**src/rtl/align_pkg.sv**
```systemverilog
package align_pkg;

    localparam int LANE_W = 8;

    localparam logic [5:0] OPC_LWL = 6'b100010;
    localparam logic [5:0] OPC_LW  = 6'b100011;
    localparam logic [5:0] OPC_LBU = 6'b100100;
    localparam logic [5:0] OPC_LHU = 6'b100101;
    localparam logic [5:0] OPC_LWR = 6'b100110;
    localparam logic [5:0] OPC_SB  = 6'b101000;
    localparam logic [5:0] OPC_SH  = 6'b101001;
    localparam logic [5:0] OPC_SWL = 6'b101010;
    localparam logic [5:0] OPC_SW  = 6'b101011;
    localparam logic [5:0] OPC_SWR = 6'b101110;

    typedef enum logic [3:0] {
        ACC_NONE,
        ACC_LW,
        ACC_LBU,
        ACC_LHU,
        ACC_LWL,
        ACC_LWR,
        ACC_SW,
        ACC_SB,
        ACC_SH,
        ACC_SWL,
        ACC_SWR
    } acc_kind_e;

    typedef enum logic [1:0] {
        ST_IDLE,
        ST_ISSUE,
        ST_WAIT,
        ST_DONE
    } fsm_e;

    function automatic logic kind_is_load(input acc_kind_e k);
        return (k == ACC_LW) || (k == ACC_LBU) || (k == ACC_LHU) ||
               (k == ACC_LWL) || (k == ACC_LWR);
    endfunction

    function automatic logic kind_is_store(input acc_kind_e k);
        return (k == ACC_SW) || (k == ACC_SB) || (k == ACC_SH) ||
               (k == ACC_SWL) || (k == ACC_SWR);
    endfunction

endpackage

```
**src/rtl/align_decode.sv**
```systemverilog
module align_decode
    import align_pkg::*;
#(
    parameter int OP_W = 6
) (
    input  logic [OP_W-1:0] op,
    output acc_kind_e       kind
);

    always_comb begin
        unique case (op)
            OPC_LW:  kind = ACC_LW;
            OPC_LBU: kind = ACC_LBU;
            OPC_LHU: kind = ACC_LHU;
            OPC_LWL: kind = ACC_LWL;
            OPC_LWR: kind = ACC_LWR;
            OPC_SW:  kind = ACC_SW;
            OPC_SB:  kind = ACC_SB;
            OPC_SH:  kind = ACC_SH;
            OPC_SWL: kind = ACC_SWL;
            OPC_SWR: kind = ACC_SWR;
            default: kind = ACC_NONE;
        endcase
    end

endmodule

```
**src/rtl/align_store_gen.sv**
```systemverilog
module align_store_gen
    import align_pkg::*;
#(
    parameter int DATA_W = 32,
    parameter int BYTES  = DATA_W / LANE_W,
    parameter int OFF_W  = $clog2(BYTES)
) (
    input  acc_kind_e        kind,
    input  logic [OFF_W-1:0] off,
    input  logic [DATA_W-1:0] wdata,
    output logic [BYTES-1:0] strb,
    output logic [DATA_W-1:0] lane_data
);

    for (genvar g = 0; g < BYTES; g++) begin : g_lane
        localparam logic [OFF_W-1:0] LANE = OFF_W'(g);
        logic [OFF_W-1:0] src;
        logic             sel;

        always_comb begin
            unique case (kind)
                ACC_SW: begin
                    sel = 1'b1;
                    src = LANE;
                end
                ACC_SB: begin
                    sel = (LANE == off);
                    src = '0;
                end
                ACC_SH: begin
                    sel = (LANE[OFF_W-1:1] == off[OFF_W-1:1]);
                    src = {{(OFF_W-1){1'b0}}, LANE[0]};
                end
                ACC_SWL: begin
                    sel = (LANE <= off);
                    src = LANE + ~off;
                end
                ACC_SWR: begin
                    sel = (LANE >= off);
                    src = LANE - off;
                end
                default: begin
                    sel = 1'b0;
                    src = LANE;
                end
            endcase
        end

        assign strb[g]                   = sel;
        assign lane_data[LANE_W*g +: LANE_W] = wdata[LANE_W*src +: LANE_W];
    end

endmodule

```
**src/rtl/align_load_merge.sv**
```systemverilog
module align_load_merge
    import align_pkg::*;
#(
    parameter int DATA_W = 32,
    parameter int BYTES  = DATA_W / LANE_W,
    parameter int OFF_W  = $clog2(BYTES)
) (
    input  acc_kind_e         kind,
    input  logic [OFF_W-1:0]  off,
    input  logic [DATA_W-1:0] mem_word,
    input  logic [DATA_W-1:0] old_word,
    output logic [DATA_W-1:0] result
);

    for (genvar g = 0; g < BYTES; g++) begin : g_lane
        localparam logic [OFF_W-1:0] LANE = OFF_W'(g);
        logic [OFF_W-1:0]  src_left;
        logic [OFF_W-1:0]  src_right;
        logic [OFF_W-1:0]  src_half;
        logic [LANE_W-1:0] old_b;
        logic [LANE_W-1:0] lane_b;

        assign src_left  = LANE + off + OFF_W'(1);
        assign src_right = LANE + off;
        assign src_half  = {off[OFF_W-1:1], LANE[0]};
        assign old_b     = old_word[LANE_W*g +: LANE_W];

        always_comb begin
            unique case (kind)
                ACC_LW:  lane_b = mem_word[LANE_W*g +: LANE_W];
                ACC_LWL: lane_b = (LANE >= ~off) ?
                                  mem_word[LANE_W*src_left +: LANE_W] : old_b;
                ACC_LWR: lane_b = (LANE <= ~off) ?
                                  mem_word[LANE_W*src_right +: LANE_W] : old_b;
                ACC_LBU: lane_b = (g == 0) ?
                                  mem_word[LANE_W*off +: LANE_W] : '0;
                ACC_LHU: lane_b = (g < 2) ?
                                  mem_word[LANE_W*src_half +: LANE_W] : '0;
                default: lane_b = '0;
            endcase
        end

        assign result[LANE_W*g +: LANE_W] = lane_b;
    end

endmodule

```
**src/rtl/mem_align_unit.sv**
```systemverilog
module mem_align_unit
    import align_pkg::*;
#(
    parameter int DATA_W = 32,
    parameter int ADDR_W = 32,
    parameter int OP_W   = 6,
    parameter int IDX_W  = 5
) (
    input  logic              clk,
    input  logic              rst_n,
    input  logic              req_valid,
    output logic              req_ready,
    input  logic [OP_W-1:0]   req_op,
    input  logic [ADDR_W-1:0] req_addr,
    input  logic [DATA_W-1:0] req_wdata,
    input  logic [DATA_W-1:0] req_old,
    input  logic [IDX_W-1:0]  req_rd,
    output logic              mem_req_valid,
    input  logic              mem_req_ready,
    output logic              mem_we,
    output logic [ADDR_W-1:0] mem_addr,
    output logic [DATA_W/8-1:0] mem_strb,
    output logic [DATA_W-1:0] mem_wdata,
    input  logic              mem_rsp_valid,
    input  logic [DATA_W-1:0] mem_rsp_data,
    output logic              wb_valid,
    output logic [IDX_W-1:0]  wb_rd,
    output logic [DATA_W-1:0] wb_data
);

    localparam int BYTES = DATA_W / LANE_W;
    localparam int OFF_W = $clog2(BYTES);

    fsm_e              state_q, state_d;
    acc_kind_e         dec_kind;
    acc_kind_e         kind_q;
    logic [OFF_W-1:0]  off_q;
    logic [ADDR_W-1:0] addr_q;
    logic [BYTES-1:0]  strb_q;
    logic [DATA_W-1:0] sdata_q;
    logic [DATA_W-1:0] old_q;
    logic [IDX_W-1:0]  rd_q;
    logic [DATA_W-1:0] wb_data_q;

    logic [BYTES-1:0]  gen_strb;
    logic [DATA_W-1:0] gen_data;
    logic [DATA_W-1:0] merged;
    logic              take_req;

    align_decode #(.OP_W(OP_W)) u_dec (
        .op   (req_op),
        .kind (dec_kind)
    );

    align_store_gen #(.DATA_W(DATA_W), .BYTES(BYTES), .OFF_W(OFF_W)) u_sgen (
        .kind      (dec_kind),
        .off       (req_addr[OFF_W-1:0]),
        .wdata     (req_wdata),
        .strb      (gen_strb),
        .lane_data (gen_data)
    );

    align_load_merge #(.DATA_W(DATA_W), .BYTES(BYTES), .OFF_W(OFF_W)) u_merge (
        .kind     (kind_q),
        .off      (off_q),
        .mem_word (mem_rsp_data),
        .old_word (old_q),
        .result   (merged)
    );

    assign take_req = (state_q == ST_IDLE) && req_valid && (dec_kind != ACC_NONE);

    // next-state logic
    always_comb begin
        state_d = state_q;
        unique case (state_q)
            ST_IDLE:  if (take_req) state_d = ST_ISSUE;
            ST_ISSUE: if (mem_req_ready)
                          state_d = kind_is_load(kind_q) ? ST_WAIT : ST_IDLE;
            ST_WAIT:  if (mem_rsp_valid) state_d = ST_DONE;
            ST_DONE:  state_d = ST_IDLE;
            default:  state_d = ST_IDLE;
        endcase
    end

    // state register
    always_ff @(posedge clk) begin
        if (!rst_n) state_q <= ST_IDLE;
        else        state_q <= state_d;
    end

    // request and result holding registers
    always_ff @(posedge clk) begin
        if (!rst_n) begin
            kind_q    <= ACC_NONE;
            off_q     <= '0;
            addr_q    <= '0;
            strb_q    <= '0;
            sdata_q   <= '0;
            old_q     <= '0;
            rd_q      <= '0;
            wb_data_q <= '0;
        end else begin
            if (take_req) begin
                kind_q  <= dec_kind;
                off_q   <= req_addr[OFF_W-1:0];
                addr_q  <= {req_addr[ADDR_W-1:OFF_W], {OFF_W{1'b0}}};
                strb_q  <= gen_strb;
                sdata_q <= gen_data;
                old_q   <= req_old;
                rd_q    <= req_rd;
            end
            if ((state_q == ST_WAIT) && mem_rsp_valid)
                wb_data_q <= merged;
        end
    end

    // outputs
    always_comb begin
        req_ready     = 1'b0;
        mem_req_valid = 1'b0;
        wb_valid      = 1'b0;
        unique case (state_q)
            ST_IDLE:  req_ready     = 1'b1;
            ST_ISSUE: mem_req_valid = 1'b1;
            ST_WAIT:  ;
            ST_DONE:  wb_valid      = (rd_q != '0);
            default:  ;
        endcase
        mem_we    = kind_is_store(kind_q);
        mem_addr  = addr_q;
        mem_strb  = mem_we ? strb_q : '0;
        mem_wdata = sdata_q;
        wb_rd     = rd_q;
        wb_data   = wb_data_q;
    end

endmodule

```
**config.mk**
```make
export PLATFORM = sky130hd
export DESIGN_NAME = mem_align_unit
export DESIGN_NICKNAME = d
export VERILOG_FILES = /design/src/rtl/align_pkg.sv /design/src/rtl/align_decode.sv /design/src/rtl/align_store_gen.sv /design/src/rtl/align_load_merge.sv /design/src/rtl/mem_align_unit.sv
export SDC_FILE = /design/constraint.sdc
export NUM_CORES = 1
export LEC_CHECK = 0
export BUFFER_PORTS_ARGS = -buffer_cell sky130_fd_sc_hd__buf_2
export CORE_MARGIN = 3
export CORE_UTILIZATION = 35
export CTS_BUF_LIST = sky130_fd_sc_hd__clkbuf_4
export DETAILED_ROUTE_END_ITERATION = 8
export GPL_TIMING_DRIVEN = 1
export PLACE_DENSITY = 0.58
export SLEW_MARGIN = 30
export SYNTH_ARGS = -nofsm -noshare
export SYNTH_HDL_FRONTEND = slang
export SYNTH_SLANG_ARGS = --single-unit
```
**constraint.sdc**
```tcl
create_clock -name clk -period 3.6 [get_ports clk]
set_clock_uncertainty 0.05 [all_clocks]
set_input_delay 0.54 -clock clk [delete_from_list [all_inputs] [get_ports clk]]
set_output_delay 0.54 -clock clk [all_outputs]
set_load 0.02 [all_outputs]
```
==> metrics.txt, run 1 <==
# TYPE chip_impl_metric gauge
chip_impl_metric{name="clock_insertion_delay_worst_skew",unit="ps"} 560
chip_impl_metric{name="final_nets",unit=""} 1386
chip_impl_metric{name="maxCapViolCount",unit=""} 0
chip_impl_info{name="cts-root-buf",value="clkbuf_4"} 1
chip_impl_metric{name="post_cts_clock_slew_at_the_launch_and_capture_registers_of_the_worst_setup_and_hold_paths",unit="ps"} 150
chip_impl_info{name="holdCritPathClass",value="input port to register"} 1
chip_impl_metric{name="routed_wirelength",unit="um"} 28400
chip_impl_metric{name="multiInputGateArea",unit="um2"} 5160
chip_impl_metric{name="io_buffers",unit=""} 250
chip_impl_info{name="cp-end-kind",value="register"} 1
chip_impl_metric{name="number_of_antenna_violating_nets_in_the_routed_design",unit=""} 0
chip_impl_metric{name="drc",unit=""} 0
chip_impl_metric{name="dp.final_hpwl",unit="um"} 20400
chip_impl_metric{name="worst_ep_arrival_time",unit="ps"} 3040
chip_impl_metric{name="share_of_the_yosys_chip_area_belonging_to_registers",unit="%"} 33.8
chip_impl_metric{name="timing.final.setup_violations",unit=""} 0
chip_impl_info{name="ys.flop_type",value="dfxtp_1"} 1
chip_impl_metric{name="rrSetupSlack",unit="ps"} 980
chip_impl_info{name="setup.worst_path.start_class",value="register"} 1
chip_impl_metric{name="core_region_area",unit="um2"} 23600
chip_impl_metric{name="fmaxAchievable",unit="GHz"} 0.382
chip_impl_info{name="critical_path_class",value="register to register"} 1
chip_impl_metric{name="number_of_enable_flip_flop_cells_after_synthesis",unit=""} 0
chip_impl_metric{name="antenna_violations_before_repair",unit=""} 1
chip_impl_metric{name="post_cts_hold_buffer_count",unit=""} 0
chip_impl_info{name="critical_path.slowest_cell",value="ha_1"} 1
chip_impl_metric{name="numClockSinks",unit=""} 143
chip_impl_metric{name="placed_area",unit="um2"} 9880
chip_impl_metric{name="chipHeight",unit="um"} 162
chip_impl_metric{name="grt-ovfl-total",unit=""} 0
chip_impl_metric{name="postLayoutCellArea",unit="um2"} 10200
chip_impl_metric{name="critPathMaxStageDelay",unit="ps"} 570
chip_impl_metric{name="p_per_area",unit="nW/um2"} 326
chip_impl_metric{name="synth_warnings",unit=""} 0
chip_impl_metric{name="postSynthCellCount",unit=""} 1030
chip_impl_metric{name="ys_ff_latch",unit=""} 143
chip_impl_info{name="layout_common_cells",value="250 x buf_2, 201 x nand2_1, 142 x dfxtp_1"} 1
chip_impl_metric{name="initial_utilization",unit="%"} 35.9
chip_impl_metric{name="hold-path-cell-count",unit=""} 3
chip_impl_metric{name="num_io_pins",unit=""} 253
chip_impl_metric{name="power.combinational.fraction",unit="%"} 16.9
chip_impl_metric{name="synth_area_per_cell",unit="um2"} 8.22
chip_impl_metric{name="p_int",unit="mW"} 2.27
chip_impl_info{name="timing.critical_path.from",value="off_q[1]$_SDFFE_PN0P_"} 1
chip_impl_metric{name="clock_tree.htree_level_count",unit=""} 4
chip_impl_metric{name="placedCellCount",unit=""} 1531
chip_impl_metric{name="cts.repair_timing.setup_buffer_count",unit=""} 0
chip_impl_metric{name="critical_path_depth",unit=""} 7
chip_impl_metric{name="area_of_the_mapped_netlist",unit="um2"} 8470
chip_impl_metric{name="route.vias.total",unit=""} 8533
chip_impl_metric{name="relSlewSlack",unit="%"} 40.4
chip_impl_metric{name="drt-wirelength-per-cell",unit="um"} 18.1
chip_impl_info{name="crit_chain",value="inv_1 > ha_1 > buf_4 > mux4_2 > mux2i_1 > o221ai_1 > o211a_1"} 1
chip_impl_metric{name="std_cell_rows",unit=""} 56
chip_impl_metric{name="place_congestion",unit=""} 0.951
chip_impl_metric{name="gr-usage-all-layers",unit="%"} 21.3
chip_impl_info{name="worstSetupEndpoint",value="wb_data[10]$_SDFFE_PN0P_"} 1
chip_impl_metric{name="cp_num_buf_inv",unit=""} 2
chip_impl_info{name="cpLargestDelayFamily",value="multiplexers"} 1
chip_impl_metric{name="number_of_global_route_vias_before_repair",unit=""} 8370
chip_impl_metric{name="net-switching-power",unit="mW"} 1.05
chip_impl_metric{name="post_drt_via_cell_ratio",unit=""} 5.45
chip_impl_metric{name="drive_above_1_share",unit="%"} 28.9
chip_impl_metric{name="setup_ws",unit="ps"} 984
chip_impl_metric{name="timing.critical_path.required",unit="ps"} 4020
chip_impl_metric{name="power.sequential.fraction",unit="%"} 49.6
chip_impl_metric{name="preCtsSetupSlack",unit="ps"} 794
chip_impl_metric{name="timing.final.hold_violations",unit=""} 0
chip_impl_info{name="run_status",value="finished clean"} 1
chip_impl_metric{name="final_period_minus_worst_setup_slack",unit="ps"} 2620
chip_impl_metric{name="ctsLongestPathBuffers",unit=""} 2
chip_impl_metric{name="floorplan.die_area",unit="um2"} 26100
chip_impl_info{name="cts_tree",value="yes"} 1
chip_impl_metric{name="final-instance-count-excl-fill",unit=""} 1565
chip_impl_metric{name="detail_route.first_pass.iterations",unit=""} 5
chip_impl_info{name="crit-reg2reg-launch",value="off_q[1]$_SDFFE_PN0P_"} 1
chip_impl_metric{name="distinct_cell_type_count_after_synthesis",unit=""} 68
chip_impl_metric{name="ff_latch_area",unit="um2"} 2860
chip_impl_metric{name="worst_slew_pin_slew",unit="ps"} 891
chip_impl_metric{name="swShare",unit="%"} 31.5
chip_impl_metric{name="grt_max_degree",unit=""} 78
chip_impl_metric{name="die_width",unit="um"} 162
chip_impl_metric{name="cts_resized",unit=""} 0
chip_impl_metric{name="total_leakage_power",unit="nW"} 4.21
chip_impl_metric{name="fin_tns_setup",unit="ps"} 0
chip_impl_metric{name="areaGrowthSynthToFinish",unit="%"} 20.3
chip_impl_metric{name="critical_path_peak_fanout",unit=""} 18
chip_impl_metric{name="synth_async_sr_flop_share",unit="%"} 0
chip_impl_metric{name="drt_first_iter_violations",unit=""} 555
chip_impl_metric{name="period_share",unit="%"} 72.7
chip_impl_metric{name="ir_worst_vdd",unit="V"} 0.000165
chip_impl_info{name="setup_repair_after_global_routing_missed_its_margin",value="false"} 1
chip_impl_info{name="final_common_cell",value="buf_2"} 1
chip_impl_metric{name="r2r.worst_path.cells",unit=""} 7
chip_impl_metric{name="clkPwrFrac",unit="%"} 33.6
chip_impl_info{name="worst_r2r_endpoint",value="wb_data[10]$_SDFFE_PN0P_"} 1
chip_impl_metric{name="n_fill_cell",unit=""} 2503
chip_impl_metric{name="grt_first_pass_wirelength",unit="um"} 44800
chip_impl_metric{name="numCtsBuffers",unit=""} 17
chip_impl_metric{name="final_count_of_pins_violating_max_slew",unit=""} 0
-- cell type report --
cell class | count | share of cell area, %
Clock buffer | 18 | 1.33
Multi-Input combinational cell | 785 | 50.7
Tap cell | 319 | 3.92
Inverter | 15 | 0.553
Sequential cell | 143 | 28.1
Timing Repair Buffer | 269 | 13.8
Clock inverter | 14 | 1.56
Antenna cell | 2 | 0.0491
-- through the flow --
| step | total power, mW | hold slack, ps | utilization (%) |
|---|---|---|---|
| 3_3_place_gp | 2.23 | 389 | 41.8 |
| 5_1_grt | 3.48 | 91.9 | 43.1 |
| 2_1_floorplan | 2.01 | 384 | - |
| 3_5_place_dp | 2.24 | 393 | 41.8 |
| 4_1_cts | 3.36 | 87.6 | 43.1 |
| 6_report | 3.32 | 129 | 43.1 |
-- kinds of logic after synthesis --
group / after synthesis / share of synthesized area (%)
multiplexers: 128 / 17.0
adder cells (fa/ha/maj): 11 / 1.63
AO/OA/AOI/OAI: 308 / 24.1
AND/OR/NAND/NOR: 331 / 17.3
buffers and inverters: 103 / 5.62
other: 1 / 0.0443
flip-flops: 143 / 33.8
XOR/XNOR: 5 / 0.517
-- flip-flops by register name, indices dropped and copies added (netlist names), named ones only --
register and cells:
mem_wdata 32, old_q 32, wb_data 32, mem_addr 30
wb_rd 5, kind_q 4, strb_q 4, off_q 2
state_q 1
-- per-layer routing --
layer / vias to the layer above / routed length, um / GRT usage (%)
li1: 4139 / - / -
met3: 35 / 2020 / 4.54
met5: - / 0 / 0
met4: 0 / 500 / 6.65
met1: 4057 / 12400 / 27.9
met2: 302 / 13500 / 35.2
-- power groups by stage --
stage,Sequential (mW),Combinational (mW),Clock (mW)
floorplan,1.70,0.315,0
global placement,1.68,0.553,0
detailed placement,1.68,0.557,0
CTS,1.65,0.559,1.15
global route,1.65,0.618,1.22
finish,1.64,0.560,1.11
-- how the worst min path moves through the flow --
stage / start / end / slack [ps]
detailed placement: mem_addr[30]$_SDFFE_PN0P_ / mem_addr[30]$_SDFFE_PN0P_ / 390
CTS: req_addr[20] / mem_addr[20]$_SDFFE_PN0P_ / 90
finish: req_addr[20] / mem_addr[20]$_SDFFE_PN0P_ / 130
global route: req_addr[20] / mem_addr[20]$_SDFFE_PN0P_ / 90
floorplan: old_q[27]$_SDFFE_PN0P_ / old_q[27]$_SDFFE_PN0P_ / 380
global placement: mem_addr[21]$_SDFFE_PN0P_ / mem_addr[21]$_SDFFE_PN0P_ / 390
-- worst register-to-register path, delay by kind of cell (launching register included) --
kind	cells	cell delay, ps
mux	2	710
buf+inv	2	500
flops	1	350
fa+ha+maj	1	570
compound gates	2	350
-- Yosys cell counts (12+ instances only) --
cell / n / share of area (%)
o221ai_1: 21 / 2.2
a21oi_1: 123 / 7.3
nor2_1: 45 / 2.0
and3_1: 12 / 0.89
mux2_2: 26 / 3.5
mux2i_1: 91 / 11
o211ai_1: 16 / 1.4
nand3_1: 15 / 0.89
o21ai_0: 39 / 2.3
inv_1: 14 / 0.62
nand2_1: 202 / 9.0
a31oi_1: 19 / 1.4
a32o_1: 16 / 1.9
clkbuf_1: 52 / 2.3
dfxtp_1: 143 / 34
buf_2: 20 / 1.2
Power figures use the tool's default switching activity.
==> inputs of run 2 (changes only) <==
- ABC_AREA: default -> 1
- PLACE_DENSITY: 0.58 -> 0.59
- clock period: 3.6 -> 2.25 ns (I/O delays scaled with it)
==> run 2 against run 1 <==
Total power rose by 85%. Critical path depth rose by 3. Sequential power rose by 68%. Combinational power rose to 2.9 times the previous value. Sequential cell count did not move. Fmax rose by 23%. Worst hold slack got worse by 80 ps. Area after synthesis rose by 6.6%. Die area rose by 6.4%. Synthesized cell count rose by 49%. Core utilization rose by 3.4 points. Largest cell class unchanged.
==> metrics.txt, run 2 <==
# TYPE chip_impl_metric gauge
chip_impl_info{name="run_status",value="finished clean"} 1
chip_impl_metric{name="postLayoutCellArea",unit="um2"} 11700
chip_impl_metric{name="p_int",unit="mW"} 4.03
chip_impl_info{name="cp-end-kind",value="register"} 1
chip_impl_metric{name="swShare",unit="%"} 34.5
chip_impl_metric{name="maxCapViolCount",unit=""} 0
chip_impl_metric{name="number_of_enable_flip_flop_cells_after_synthesis",unit=""} 0
chip_impl_metric{name="final_util",unit="%"} 46.5
chip_impl_metric{name="r2r.worst_path.cells",unit=""} 10
chip_impl_metric{name="distinct_cell_type_count_after_synthesis",unit=""} 41
chip_impl_metric{name="ys_ff_latch",unit=""} 143
chip_impl_metric{name="numClockSinks",unit=""} 143
chip_impl_metric{name="net-switching-power",unit="mW"} 2.12
chip_impl_metric{name="initial_utilization",unit="%"} 35.7
chip_impl_metric{name="number_of_global_route_vias_before_repair",unit=""} 10035
chip_impl_info{name="ys.flop_type",value="dfxtp_1"} 1
chip_impl_info{name="synthTopCellsByCount",value="395 x nand2_1, 285 x nor2_1, 214 x o21ai_0, 151 x inv_1, 143 x dfxtp_1"} 1
chip_impl_info{name="cts_tree",value="yes"} 1
chip_impl_info{name="grt.busiest_layer",value="met2"} 1
chip_impl_info{name="cts-root-buf",value="clkbuf_4"} 1
chip_impl_metric{name="route.vias.total",unit=""} 10803
chip_impl_metric{name="power.combinational.fraction",unit="%"} 26.1
chip_impl_metric{name="worst_slew_pin_slew",unit="ps"} 895
chip_impl_metric{name="power.sequential.fraction",unit="%"} 44.8
chip_impl_metric{name="relSlewSlack",unit="%"} 39.9
chip_impl_metric{name="core_region_area",unit="um2"} 25300
chip_impl_metric{name="num_io_pins",unit=""} 253
chip_impl_metric{name="routed_wirelength",unit="um"} 33000
chip_impl_metric{name="synth_async_sr_flop_share",unit="%"} 0
chip_impl_metric{name="postSynthCellCount",unit=""} 1539
chip_impl_metric{name="die_width",unit="um"} 167
chip_impl_metric{name="fin_tns_setup",unit="ps"} 0
chip_impl_metric{name="timing.final.setup_violations",unit=""} 0
chip_impl_metric{name="io_buffers",unit=""} 250
chip_impl_metric{name="share_of_the_yosys_chip_area_belonging_to_registers",unit="%"} 31.7
chip_impl_metric{name="final_nets",unit=""} 1979
chip_impl_metric{name="post_cts_clock_slew_at_the_launch_and_capture_registers_of_the_worst_setup_and_hold_paths",unit="ps"} 130
chip_impl_metric{name="timing.final.hold_violations",unit=""} 0
chip_impl_info{name="final_common_cell",value="nand2_1"} 1
chip_impl_metric{name="floorplan.die_area",unit="um2"} 27800
chip_impl_metric{name="detail_route.first_pass.iterations",unit=""} 5
chip_impl_info{name="critical_path_class",value="register to register"} 1
chip_impl_metric{name="ctsLongestPathBuffers",unit=""} 2
chip_impl_info{name="synth_top_cells_by_area",value="dfxtp_1 32%, nand2_1 16%, o21ai_0 12%"} 1
chip_impl_info{name="synth.largest_area_cell",value="dfxtp_1"} 1
chip_impl_metric{name="worst_ep_arrival_time",unit="ps"} 2540
chip_impl_metric{name="clock_tree.htree_level_count",unit=""} 4
chip_impl_metric{name="synth_warnings",unit=""} 0
chip_impl_metric{name="hold_ws",unit="ps"} 48.7
chip_impl_metric{name="dp.final_hpwl",unit="um"} 24200
chip_impl_metric{name="final_period_minus_worst_setup_slack",unit="ps"} 2130
chip_impl_metric{name="hold-path-cell-count",unit=""} 3
chip_impl_metric{name="gr-usage-all-layers",unit="%"} 23.0
chip_impl_metric{name="period_share",unit="%"} 94.8
chip_impl_metric{name="drc",unit=""} 0
chip_impl_metric{name="post_drt_via_cell_ratio",unit=""} 4.99
chip_impl_metric{name="grt_use_met1",unit="%"} 30.3
chip_impl_info{name="holdCritPathClass",value="input port to register"} 1
chip_impl_metric{name="global_route.usage.met3",unit="%"} 4.15
chip_impl_metric{name="synth_area_per_cell",unit="um2"} 5.87
chip_impl_metric{name="fmaxAchievable",unit="GHz"} 0.469
chip_impl_metric{name="placed_area",unit="um2"} 10800
chip_impl_metric{name="ir_worst_vdd",unit="V"} 0.000252
chip_impl_metric{name="drt_first_iter_violations",unit=""} 950
chip_impl_metric{name="n_fill_cell",unit=""} 2698
chip_impl_info{name="layout_common_cells",value="395 x nand2_1, 284 x nor2_1, 249 x buf_2"} 1
chip_impl_metric{name="area_of_the_mapped_netlist",unit="um2"} 9030
chip_impl_metric{name="timing.critical_path.required",unit="ps"} 2660
chip_impl_metric{name="std_cell_rows",unit=""} 58
chip_impl_metric{name="clkPwrFrac",unit="%"} 29.1
chip_impl_metric{name="place_congestion",unit=""} 0.928
chip_impl_metric{name="drive_above_1_share",unit="%"} 18.9
chip_impl_metric{name="antenna_violations_before_repair",unit=""} 1
chip_impl_info{name="setup.worst_path.start_class",value="register"} 1
chip_impl_metric{name="number_of_antenna_violating_nets_in_the_routed_design",unit=""} 0
chip_impl_metric{name="clock_insertion_delay_worst_skew",unit="ps"} 550
chip_impl_metric{name="areaGrowthSynthToFinish",unit="%"} 30.1
chip_impl_metric{name="grt-ovfl-total",unit=""} 0
chip_impl_metric{name="p_per_area",unit="nW/um2"} 523
chip_impl_metric{name="synth_largest_type_area_fraction",unit="%"} 31.7
chip_impl_metric{name="met2_demand_to_capacity_share_in_global_routing",unit="%"} 37.6
chip_impl_metric{name="grt_max_degree",unit=""} 60
chip_impl_metric{name="critical_path_peak_fanout",unit=""} 18
chip_impl_metric{name="chipHeight",unit="um"} 167
chip_impl_metric{name="numCtsBuffers",unit=""} 17
chip_impl_metric{name="grt_first_pass_wirelength",unit="um"} 52500
chip_impl_info{name="most_instantiated_library_cell_after_synthesis",value="nand2_1"} 1
chip_impl_metric{name="drt-wirelength-per-cell",unit="um"} 15.2
chip_impl_metric{name="final_count_of_pins_violating_max_slew",unit=""} 0
chip_impl_metric{name="total_leakage_power",unit="nW"} 5.80
## run 2: cell types whose count changed in the layout (fill, tap and decap cells not counted), moves of 16 or more
| cell | previous run | this run |
|---|---|---|
| a21oi_1 | 122 | 65 |
| o21a_1 | 1 | 21 |
| o21ai_0 | 39 | 214 |
| nand2_1 | 201 | 395 |
| a32o_1 | 16 | 0 |
| nor2_1 | 44 | 284 |
| mux2i_1 | 91 | 1 |
| o221ai_1 | 21 | 4 |
| mux2_2 | 26 | 0 |
| inv_1 | 14 | 150 |
| a31oi_1 | 19 | 3 |
| nand3_1 | 15 | 100 |
| dlygate4sd3_1 | 0 | 59 |
## run 2: metrics by stage
| step | total power, mW | setup slack (ps) | instances |
|---|---|---|---|
| detailed placement | 4.31 | 97.1 | 2075 |
| global route | 6.50 | -2.61 | 2166 |
| CTS | 6.17 | 19.7 | 2164 |
| global placement | 4.29 | 97.3 | 2075 |
| finish | 6.15 | 118 | 2167 |
| floorplan | 3.71 | 17.5 | 1540 |
## run 2: worst max-delay path, cell delays in order (launching register included)
cell and delay, ps:
dfxtp_2 370, inv_1 60, ha_2 460, buf_12 190, clkinvlp_4 240, nand2_1 130
o21ai_0 100, o21ai_0 240, nand3_1 110, nand2_1 70, inv_1 30
## run 2: layout make-up
class	count	area, um2	area share [%]
inverter	156	589	5.02
clock inverter	12	145	1.24
clock buffer	18	135	1.15
antenna	2	5.00	0.0426
multi-input combinational	1153	5260	44.7
timing repair buffer	353	2340	19.9
tap	330	413	3.52
sequential	143	2870	24.4
## run 2: final timing paths
kind | from | to | slack, ps
min | req_old[12] | old_q[12]$_SDFFE_PN0P_ | 50
max reg2reg | off_q[0]$_SDFFE_PN0P_ | wb_data[11]$_SDFFE_PN0P_ | 120
max | off_q[0]$_SDFFE_PN0P_ | wb_data[11]$_SDFFE_PN0P_ | 120
min reg2reg | wb_data[6]$_SDFFE_PN0P_ | wb_data[6]$_SDFFE_PN0P_ | 420
## run 2: timing repair
action | CTS | global route
hold buffers | 59 | 0
endpoints found under the setup margin | 1 | 15
hold endpoints to repair | 59 | 0
cloned | 0 | 1
setup buffers | 0 | 0
resized for setup | 1 | 5
## run 2: kinds of logic (layout without fill, tap and decap cells)
family / count (synthesis) / in the layout / synth area share, %
AOI/OAI and AO/OA: 330 / 330 / 19.8
xor gates and xnor gates: 2 / 3 / 0.194
adders and majority gates: 11 / 11 / 1.52
buffers and inverters: 245 / 539 / 10.7
DFF: 143 / 143 / 31.7
muxes: 1 / 1 / 0.111
other: 1 / 4 / 0.0415
and+or+nand+nor: 806 / 806 / 35.9
## run 2: per-layer routing
metal / up-vias / wire, um
met5: - / 0
met4: 0 / 1200
met3: 70 / 2170
met2: 423 / 15000
met1: 4842 / 14700
li1: 5468 / -
## run 2: power by group through the flow
stage	registers [mW]	clock network, mW	logic, mW
after detailed placement	2.81	0	1.50
after global routing	2.77	1.95	1.78
after floorplan	2.90	0	0.808
final	2.75	1.79	1.61
after CTS	2.75	1.84	1.58
after global placement	2.81	0	1.49
